<file path="src/rtl/dpll_mode_pkg.sv">
package dpll_mode_pkg;
  typedef enum logic [1:0] {
    ST_FREE = 2'd0,
    ST_ACQ  = 2'd1,
    ST_LOCK = 2'd2,
    ST_HOLD = 2'd3
  } dpll_state_e;
endpackage

</file>
<file path="src/rtl/dpll_mode_fsm.sv">
module dpll_mode_fsm
  import dpll_mode_pkg::*;
#(
  parameter int LOCK_COUNT = 16
) (
  input  logic        clk,
  input  logic        rst,
  input  logic        ref_valid,
  input  logic        ref_switch,
  input  logic        lock_det,
  output dpll_state_e state_q,
  output logic        bw_q,
  output logic        pbo_q
);
  localparam int CW = $clog2(LOCK_COUNT + 1);
  localparam logic [CW-1:0] CNT_LAST = CW'(LOCK_COUNT - 1);

  dpll_state_e state_d;
  logic [CW-1:0] cnt_q, cnt_d;

  always_comb begin
    state_d = state_q;
    cnt_d   = '0;
    unique case (state_q)
      ST_FREE: if (ref_valid) state_d = ST_ACQ;
      ST_ACQ: begin
        if (!ref_valid) begin
          state_d = ST_HOLD;
        end else if (lock_det) begin
          if (cnt_q == CNT_LAST) state_d = ST_LOCK;
          else cnt_d = cnt_q + 1'b1;
        end
      end
      ST_LOCK: begin
        if (!ref_valid)     state_d = ST_HOLD;
        else if (!lock_det) state_d = ST_ACQ;
      end
      ST_HOLD: if (ref_valid) state_d = ST_ACQ;
      default: state_d = ST_FREE;
    endcase
  end

  always_ff @(posedge clk) begin
    if (rst) begin
      state_q <= ST_FREE;
      cnt_q   <= '0;
      bw_q    <= 1'b0;
      pbo_q   <= 1'b0;
    end else begin
      state_q <= state_d;
      cnt_q   <= cnt_d;
      bw_q    <= (state_d == ST_LOCK);
      pbo_q   <= ref_switch && ref_valid &&
                 ((state_q == ST_ACQ) || (state_q == ST_LOCK));
    end
  end
endmodule

</file>
<file path="src/rtl/holdover_window.sv">
module holdover_window #(
  parameter int FW       = 32,
  parameter int WIN_LOG2 = 4
) (
  input  logic          clk,
  input  logic          rst,
  input  logic          sample_en,
  input  logic [FW-1:0] freq_word,
  output logic [FW-1:0] avg_word,
  output logic          avg_valid
);
  localparam int AW = FW + WIN_LOG2;

  logic [AW-1:0]       acc_q;
  logic [WIN_LOG2-1:0] cnt_q;
  logic [AW-1:0]       sum;

  assign sum = acc_q + AW'(freq_word);

  always_ff @(posedge clk) begin
    if (rst) begin
      acc_q     <= '0;
      cnt_q     <= '0;
      avg_word  <= '0;
      avg_valid <= 1'b0;
    end else if (sample_en) begin
      if (&cnt_q) begin
        avg_word  <= sum[AW-1:WIN_LOG2];
        avg_valid <= 1'b1;
        acc_q     <= '0;
        cnt_q     <= '0;
      end else begin
        acc_q <= sum;
        cnt_q <= cnt_q + 1'b1;
      end
    end
  end
endmodule

</file>
<file path="src/rtl/holdover_select.sv">
module holdover_select #(
  parameter int            FW           = 32,
  parameter int            NWIN         = 3,
  parameter logic [FW-1:0] FREERUN_WORD = '0
) (
  input  logic               clk,
  input  logic               rst,
  input  logic [NWIN*FW-1:0] avg_flat,
  input  logic [NWIN-1:0]    avg_valid,
  output logic [FW-1:0]      hold_word
);
  logic [FW-1:0] pick;

  always_comb begin
    pick = FREERUN_WORD;
    for (int i = 0; i < NWIN; i++) begin
      if (avg_valid[i]) pick = avg_flat[i*FW +: FW];
    end
  end

  always_ff @(posedge clk) begin
    if (rst) hold_word <= FREERUN_WORD;
    else     hold_word <= pick;
  end
endmodule

</file>
<file path="src/rtl/dpll_mode_ctrl.sv">
module dpll_mode_ctrl
  import dpll_mode_pkg::*;
#(
  parameter int            FW             = 32,
  parameter int            LOCK_COUNT     = 16,
  parameter int            WIN_LOG2_SHORT = 4,
  parameter int            WIN_LOG2_MID   = 6,
  parameter int            WIN_LOG2_LONG  = 8,
  parameter logic [FW-1:0] FREERUN_WORD   = 32'h8000_0000
) (
  input  logic          clk,
  input  logic          rst,
  input  logic          ref_valid,
  input  logic          ref_switch,
  input  logic          lock_det,
  input  logic [FW-1:0] freq_word,
  output logic [1:0]    dpll_state,
  output logic          bw_locked,
  output logic [FW-1:0] hold_word,
  output logic          pbo_strobe
);
  localparam int NWIN = 3;

  dpll_state_e        state_q;
  logic [NWIN*FW-1:0] avg_flat;
  logic [NWIN-1:0]    avg_valid;
  logic               sample_en;

  dpll_mode_fsm #(.LOCK_COUNT(LOCK_COUNT)) i_fsm (
    .clk       (clk),
    .rst       (rst),
    .ref_valid (ref_valid),
    .ref_switch(ref_switch),
    .lock_det  (lock_det),
    .state_q   (state_q),
    .bw_q      (bw_locked),
    .pbo_q     (pbo_strobe)
  );

  assign sample_en  = (state_q == ST_LOCK);
  assign dpll_state = state_q;

  for (genvar g = 0; g < NWIN; g++) begin : g_win
    localparam int LG = (g == 0) ? WIN_LOG2_SHORT :
                        (g == 1) ? WIN_LOG2_MID : WIN_LOG2_LONG;
    holdover_window #(.FW(FW), .WIN_LOG2(LG)) i_win (
      .clk      (clk),
      .rst      (rst),
      .sample_en(sample_en),
      .freq_word(freq_word),
      .avg_word (avg_flat[g*FW +: FW]),
      .avg_valid(avg_valid[g])
    );
  end

  holdover_select #(.FW(FW), .NWIN(NWIN), .FREERUN_WORD(FREERUN_WORD)) i_sel (
    .clk      (clk),
    .rst      (rst),
    .avg_flat (avg_flat),
    .avg_valid(avg_valid),
    .hold_word(hold_word)
  );
endmodule

</file>
<file path="config.mk">
export PLATFORM = sky130hd
export DESIGN_NAME = dpll_mode_ctrl
export DESIGN_NICKNAME = d
export VERILOG_FILES = /design/src/rtl/dpll_mode_pkg.sv /design/src/rtl/dpll_mode_fsm.sv /design/src/rtl/holdover_window.sv /design/src/rtl/holdover_select.sv /design/src/rtl/dpll_mode_ctrl.sv
export SDC_FILE = /design/constraint.sdc
export NUM_CORES = 1
export LEC_CHECK = 0
export ABC_AREA = 1
export CAP_MARGIN = 25
export CORE_MARGIN = 4
export CORE_UTILIZATION = 50
export DETAILED_ROUTE_END_ITERATION = 10
export GPL_TIMING_DRIVEN = 0
export PLACE_DENSITY = 0.68
export SLEW_MARGIN = 20
export SYNTH_ARGS = -nofsm -noshare
export SYNTH_HDL_FRONTEND = slang
export SYNTH_SLANG_ARGS = --single-unit
export TNS_END_PERCENT = 50
</file>
<file path="constraint.sdc">
create_clock -name clk -period 5.9 [get_ports clk]
set_input_delay 1.18 -clock clk [delete_from_list [all_inputs] [get_ports clk]]
set_output_delay 1.18 -clock clk [all_outputs]
set_load 0.02 [all_outputs]
</file>
==> flow_summary.ini, run 1 <==
[yosys]
synth_top_area_share = 0.302
netlist_instances = 2926
synth_fp_nets = 3070
yosys-top-cells-area = dfxtp_1, nand2_1, inv_1
synthFlopType = dfxtp_1
seq_area_frac_synth = 0.302
synth_top_family_by_area = simple AND/OR/NAND/NOR gates
avgSynthCellArea_um2 = 6.16
yosys.cell_types.count = 47
synthTopCellsByCount = nand2_1, inv_1, a21oi_1
synth.cell_area_mm2 = 0.0180
synth-seq-cells = 272
ys_warn_count = 0
synth_enable_flop_cells = 0
synth_mux_area_frac = 0
ys_async_sr_fraction = 0
yosys.area_share.simple = 0.358
synth_area_leader_cell = dfxtp_1
synth.most_common_cell = nand2_1
synth_compound_area_frac = 0.133
synth-xor-area-share = 0.0219
synthAdderAreaFrac = 0.0755

[grt]
antenna_found_initial = 3
globalRouteMet1Util = 0.393
met2_usage = 0.521
grt_pass1_vias = 17900
met3_usage = 0.0417
busiest_layer = met2
grt_max_degree = 16
grt_pass1_wl_um = 94600
overflow = 0
grt_usage = 0.305

[final_layout]
fillers = 3547
drive_above_1_share = 0.0498
fin_nets = 3174
syn2layout_area_growth_pct = 13.5
fin_area_mm2 = 0.0205
n_antenna_cell = 0

[clock_network]
cts_resized = 0
clk_latency_ns = 0.58
clock-root-buffer = clkbuf_16
cts_buffer_depth = 3
post_cts.repair.setup_buffers = 0
clk_pin_slew_ns = 0.06
cts_buffers = 30
cts_hold_repair.buffers = 0
cts_tree = yes
cts_num_sinks = 272
htree_levels = 1

[floorplan]
num_rows = 69
start_util = 0.507
die_w_um = 198
fp.dieH_um = 198
core_mm2 = 0.0356
die_area_mm2 = 0.0392
boundaryPins = 73

[route]
vias = 19000
wl_per_cell_um = 17.6
viasPerCell = 5.40
postRouteWirelength_um = 61800
drc = 0
dr.pass1.iters = 7
first_iter_violations = 1434
antenna_left = 0

[sta]
tns_ns = 0
layout_min_cycle_time_ns = 3.44
post-route-period-util = 0.583
hold_violations = 0
rsz0062_at_grt = no
slew_viol_final = 0
fin_ws_ns = 2.46
setup_viol = 0
max_slew_margin = 0.306
fmax_ghz = 0.291
tightest_slew_ns = 1.04
clock_skew_ns = 0.0246

[hold_path]
hold_depth = 2
hold_start = g_win[0].i_win.avg_word[19]
worst_hold_path.endpoint = g_win[0].i_win.avg_word[19]
min_path_type = flop to flop

[worst_setup_path]
crit_arrival_ns = 3.92
crit_chain = clkdlybuf4s50_1 > ha_1 > fa_1 > nand3_1 > nand3_1 > nand4_1 > nand3_1 > nand2_1 > nand3_1 > nand2_1 > nand2_1 > nand2_1 > inv_1
slowest_delay_ns = 0.58
reg2reg_to = g_win[2].i_win.acc_q[6]
cp_top_family = simple AND/OR/NAND/NOR gates
critPathKind = primary input to flop
path_max_fanout = 5
cp_slowest_cell = clkdlybuf4s50_1
reg2reg_depth = 7
cp-start-kind = primary input
crit_required_ns = 6.38
r2r-start = i_fsm.state_q[0]
rrSetupSlack_ns = 2.97
crit_path_end_kind = flop
path_buf_inv = 2

[placement]
gp_congestion = 1.07
hpwl_um = 50200
portBuffers = 72
dp_slack_ns = 1.87
placed_area_mm2 = 0.0193

[power]
ir_worst_vdd_v = 0.000231
powerDensity_mw_per_mm2 = 273
leakagePower_nw = 10.1

[flow_run]
cap_violations = 0

[outcome]
status = finished clean
cells in the final DEF (no fill, tap or decap), types with 13 or more instances in the layout:
cell and n:
nand3_1 158, nor2_1 248, nand3_2 17, nand2_2 24
o21ai_0 90, clkbuf_1 57, nor3_1 41, a221oi_1 19
clkdlybuf4s50_1 72, ha_1 104, a21oi_1 275, dfxtp_1 272
clkbuf_16 30, xnor2_1 13, buf_2 17, nand2_1 997
xor2_1 32, inv_1 427, o21bai_1 19
how the worst max path moves through the flow:
stage          slack, ns  cells past startpoint    startpoint                           to
2_1_floorplan       3.10                     14  freq_word[0]  g_win[1].i_win.avg_word[18]
3_3_place_gp        1.91                     13  freq_word[0]  g_win[1].i_win.avg_word[30]
3_5_place_dp        1.87                     13  freq_word[0]  g_win[1].i_win.avg_word[30]
4_1_cts             2.46                     13  freq_word[0]  g_win[1].i_win.avg_word[30]
5_1_grt             2.29                     15  freq_word[0]  g_win[1].i_win.avg_word[26]
6_report            2.46                     13  freq_word[0]  g_win[1].i_win.avg_word[30]
cell families after synthesis:
group,Yosys count
flip-flops,272
AND/OR/NAND/NOR,1549
adder cells (fa/ha/maj),107
buffers and inverters,516
XOR/XNOR,45
AO/OA/AOI/OAI,437
worst register-to-register path: cells and delay by family (launching register included):
kind	cells	cell delay, ns
buffers and inverters	4	1.81
AO/OA/AOI/OAI	1	0.20
adder cells (fa/ha/maj)	1	0.32
AND/OR/NAND/NOR	1	0.11
flip-flops	1	0.40
where the power goes:
part	internal [mW]	switching, mW
clock	1.32	0.822
sequential	1.93	0.0579
combinational	0.452	1.01
registers in the layout (all words and copies together) (netlist names):
| register | flops |
|---|---|
| g_win.i_win.acc_q | 114 |
| i_fsm.state_q | 2 |
| g_win.i_win.avg_word | 96 |
| i_fsm.cnt_q | 5 |
| g_win.i_win.cnt_q | 18 |
| g_win.i_win.avg_valid | 3 |
| i_fsm.bw_q | 1 |
| i_fsm.pbo_q | 1 |
| i_sel.hold_word | 32 |
layout make-up:
| cell class | instances | area (µm²) | share of cell area |
|---|---|---|---|
| Multi-Input combinational cell | 2138 | 10600 | 0.518 |
| Tap cell | 461 | 577 | 0.0282 |
| Clock inverter | 16 | 282 | 0.0138 |
| Inverter | 435 | 1630 | 0.0798 |
| Buffer | 81 | 348 | 0.0170 |
| Clock buffer | 40 | 848 | 0.0415 |
| Timing Repair Buffer | 72 | 721 | 0.0352 |
| Sequential cell | 272 | 5450 | 0.266 |
per-stage QoR:
step	std cells	utilization	hold WS [ns]	total power [mW]
floorplan	2926	-	0.418	3.01
global placement	3459	0.543	0.432	3.42
detailed placement	3459	0.543	0.442	3.45
CTS	3515	0.575	0.454	5.58
global route	3515	0.575	0.464	5.85
finish	3515	0.575	0.450	5.59
routing by layer:
layer,share of wire,routed length [µm]
met2,0.46,28400
met3,0.073,4490
met5,0.00050,31
met1,0.43,26400
met4,0.040,2470
Power figures use the tool's default switching activity.
==> inputs of run 2 (changes only) <==
PLACE_DENSITY = 0.7   (was 0.68)
clock period = 3.16 ns   (was 5.9 ns; I/O delays follow)
==> run 2 against run 1 <==
- final area is 0.57% lower
- global-route usage is 0.38 points higher
- critical path depth down 6
- clock power is 70% higher
- sequential cell count did not move
- register-to-register slack got worse by 2.8 ns
- combinational power grew 86%
- final cell count about the same
- clock-buffer cell count grew 2
- sequential share of layout area increased by 0.15 points
- worst hold slack gained 0.0024 ns
- non-clock buffer count is the same
- highest routed layer is now met4
==> flow_summary.ini, run 2 (synthesized netlist as in run 1, its figures left out) <==
[outcome]
status = finished clean

[floorplan]
num_rows = 69
die_area_mm2 = 0.0392
fp.dieH_um = 198
core_mm2 = 0.0356
die_w_um = 198
start_util = 0.507
boundaryPins = 73

[worst_setup_path]
critPathLaunch = i_fsm.state_q[0]
reg2reg_depth = 7
path_max_fanout = 10
rrSetupSlack_ns = 0.19
r2r-start = i_fsm.state_q[0]
crit_arrival_ns = 3.47
critPathKind = flop to flop
reg2reg_to = g_win[2].i_win.acc_q[8]
crit_chain = inv_1 > ha_1 > inv_2 > clkbuf_1 > clkbuf_1 > nand2_1 > a21oi_1
cp-start-kind = flop
cp_top_family = buffers and inverters
crit_required_ns = 3.66
slowest_delay_ns = 0.83
path_buf_inv = 4
cp_slowest_cell = clkbuf_1
crit_path_end_kind = flop
crit_top_cell = clkbuf_1

[sta]
fmax_ghz = 0.337
tightest_slew_ns = 1.08
rsz0062_at_grt = no
layout_min_cycle_time_ns = 2.97
max_slew_margin = 0.277
post-route-period-util = 0.939
clock_skew_ns = 0.0232
setup_viol = 0
slew_viol_final = 0
hold_violations = 0

[final_layout]
utilization = 0.572
n_antenna_cell = 0
largest_reg_flops = 114
ff_latch_area_mm2 = 0.00545
fillers = 3611
fin_nets = 3174
top_regs = g_win.i_win.acc_q: 114 flops, g_win.i_win.avg_word: 96 flops, i_sel.hold_word: 32 flops
final_common_cell = nand2_1
final_cell_mix = nand2_1, inv_1, a21oi_1
drive_above_1_share = 0.0485
stdcell_count = 3513
regMostFlops = g_win.i_win.acc_q
multi_input_comb_area_mm2 = 0.0106
syn2layout_area_growth_pct = 12.8

[power]
p_total_mw = 10.1
ir_worst_vdd_v = 0.000404
leakagePower_nw = 10.1
powerDensity_mw_per_mm2 = 495

[hold_path]
worst_hold_path.endpoint = g_win[0].i_win.avg_word[25]
hold_start = g_win[0].i_win.avg_word[25]
min_path_type = flop to flop
hold_depth = 2

[placement]
portBuffers = 72
hpwl_um = 50400
gp_congestion = 1.04
post-place-cells = 3459

[grt]
grt_pass1_vias = 17900
grt_max_degree = 15
grt_usage = 0.309
grt_pass1_wl_um = 95200
antenna_found_initial = 1
overflow = 0

[route]
postRouteWirelength_um = 62200
vias = 19000
antenna_left = 0
viasPerCell = 5.40
drc = 0
wl_per_cell_um = 17.7
dr.pass1.iters = 7
first_iter_violations = 1416

[clock_network]
cts_hold_repair.buffers = 0
cts_resized = 0
htree_levels = 1
clock-root-buffer = clkbuf_16
cts_tree = yes
clk_latency_ns = 0.58
clk_pin_slew_ns = 0.06
cts_num_sinks = 272
post_cts.repair.setup_buffers = 0
cts_buffer_depth = 3
cts_buffers = 30

[flow_run]
cap_violations = 0
## run 2: power by group
part	switching (mW)	total [mW]	internal [mW]
Sequential	0.109	3.71	3.60
Combinational	1.88	2.72	0.842
Clock	1.48	3.64	2.15
## run 2: how the worst max path moves through the flow
stage,endpoint,slack (ns),cells past startpoint
after floorplan,g_win[1].i_win.avg_word[18],0.91,14
after global placement,g_win[1].i_win.avg_word[30],-0.26,13
after detailed placement,g_win[1].i_win.avg_word[30],-0.33,13
after CTS,g_win[1].i_win.avg_word[30],0.26,13
after global routing,g_win[1].i_win.acc_q[37],0.06,7
final,g_win[2].i_win.acc_q[8],0.19,7
## run 2: final cells by class
cell class / count / share of cell area
sequential: 272 / 0.268
clock buffer: 42 / 0.0426
timing repair buffer: 72 / 0.0354
tap: 461 / 0.0284
multi-input combinational: 2138 / 0.521
buffer: 81 / 0.0171
clock inverter: 12 / 0.00714
inverter: 435 / 0.0803
## run 2: stage by stage
| stage | instance area [µm²] | setup WS, ns | setup TNS (ns) | hold WS, ns |
|---|---|---|---|---|
| after floorplan | 18000 | 0.906 | 0 | 0.418 |
| after global placement | 19300 | -0.263 | -4.79 | 0.427 |
| after detailed placement | 19300 | -0.329 | -6.77 | 0.441 |
| after CTS | 20300 | 0.256 | 0 | 0.454 |
| after global routing | 20300 | 0.0594 | 0 | 0.468 |
| final | 20300 | 0.192 | 0 | 0.452 |
## run 2: layer usage
metal  wire [µm]  GRT usage  up-vias  part of all wire
met1       26100      0.395     8750              0.42
met2       28800      0.525      602              0.46
li1            -          -     9468                 -
met5           0          0        -                 0
met3        4230     0.0328      147             0.068
met4        3040      0.143        0             0.049
## run 2: worst min-delay path: stages (launching register included)
cell	delay, ns
dfxtp_1	0.31
nand2_1	0.06
nand2_1	0.04
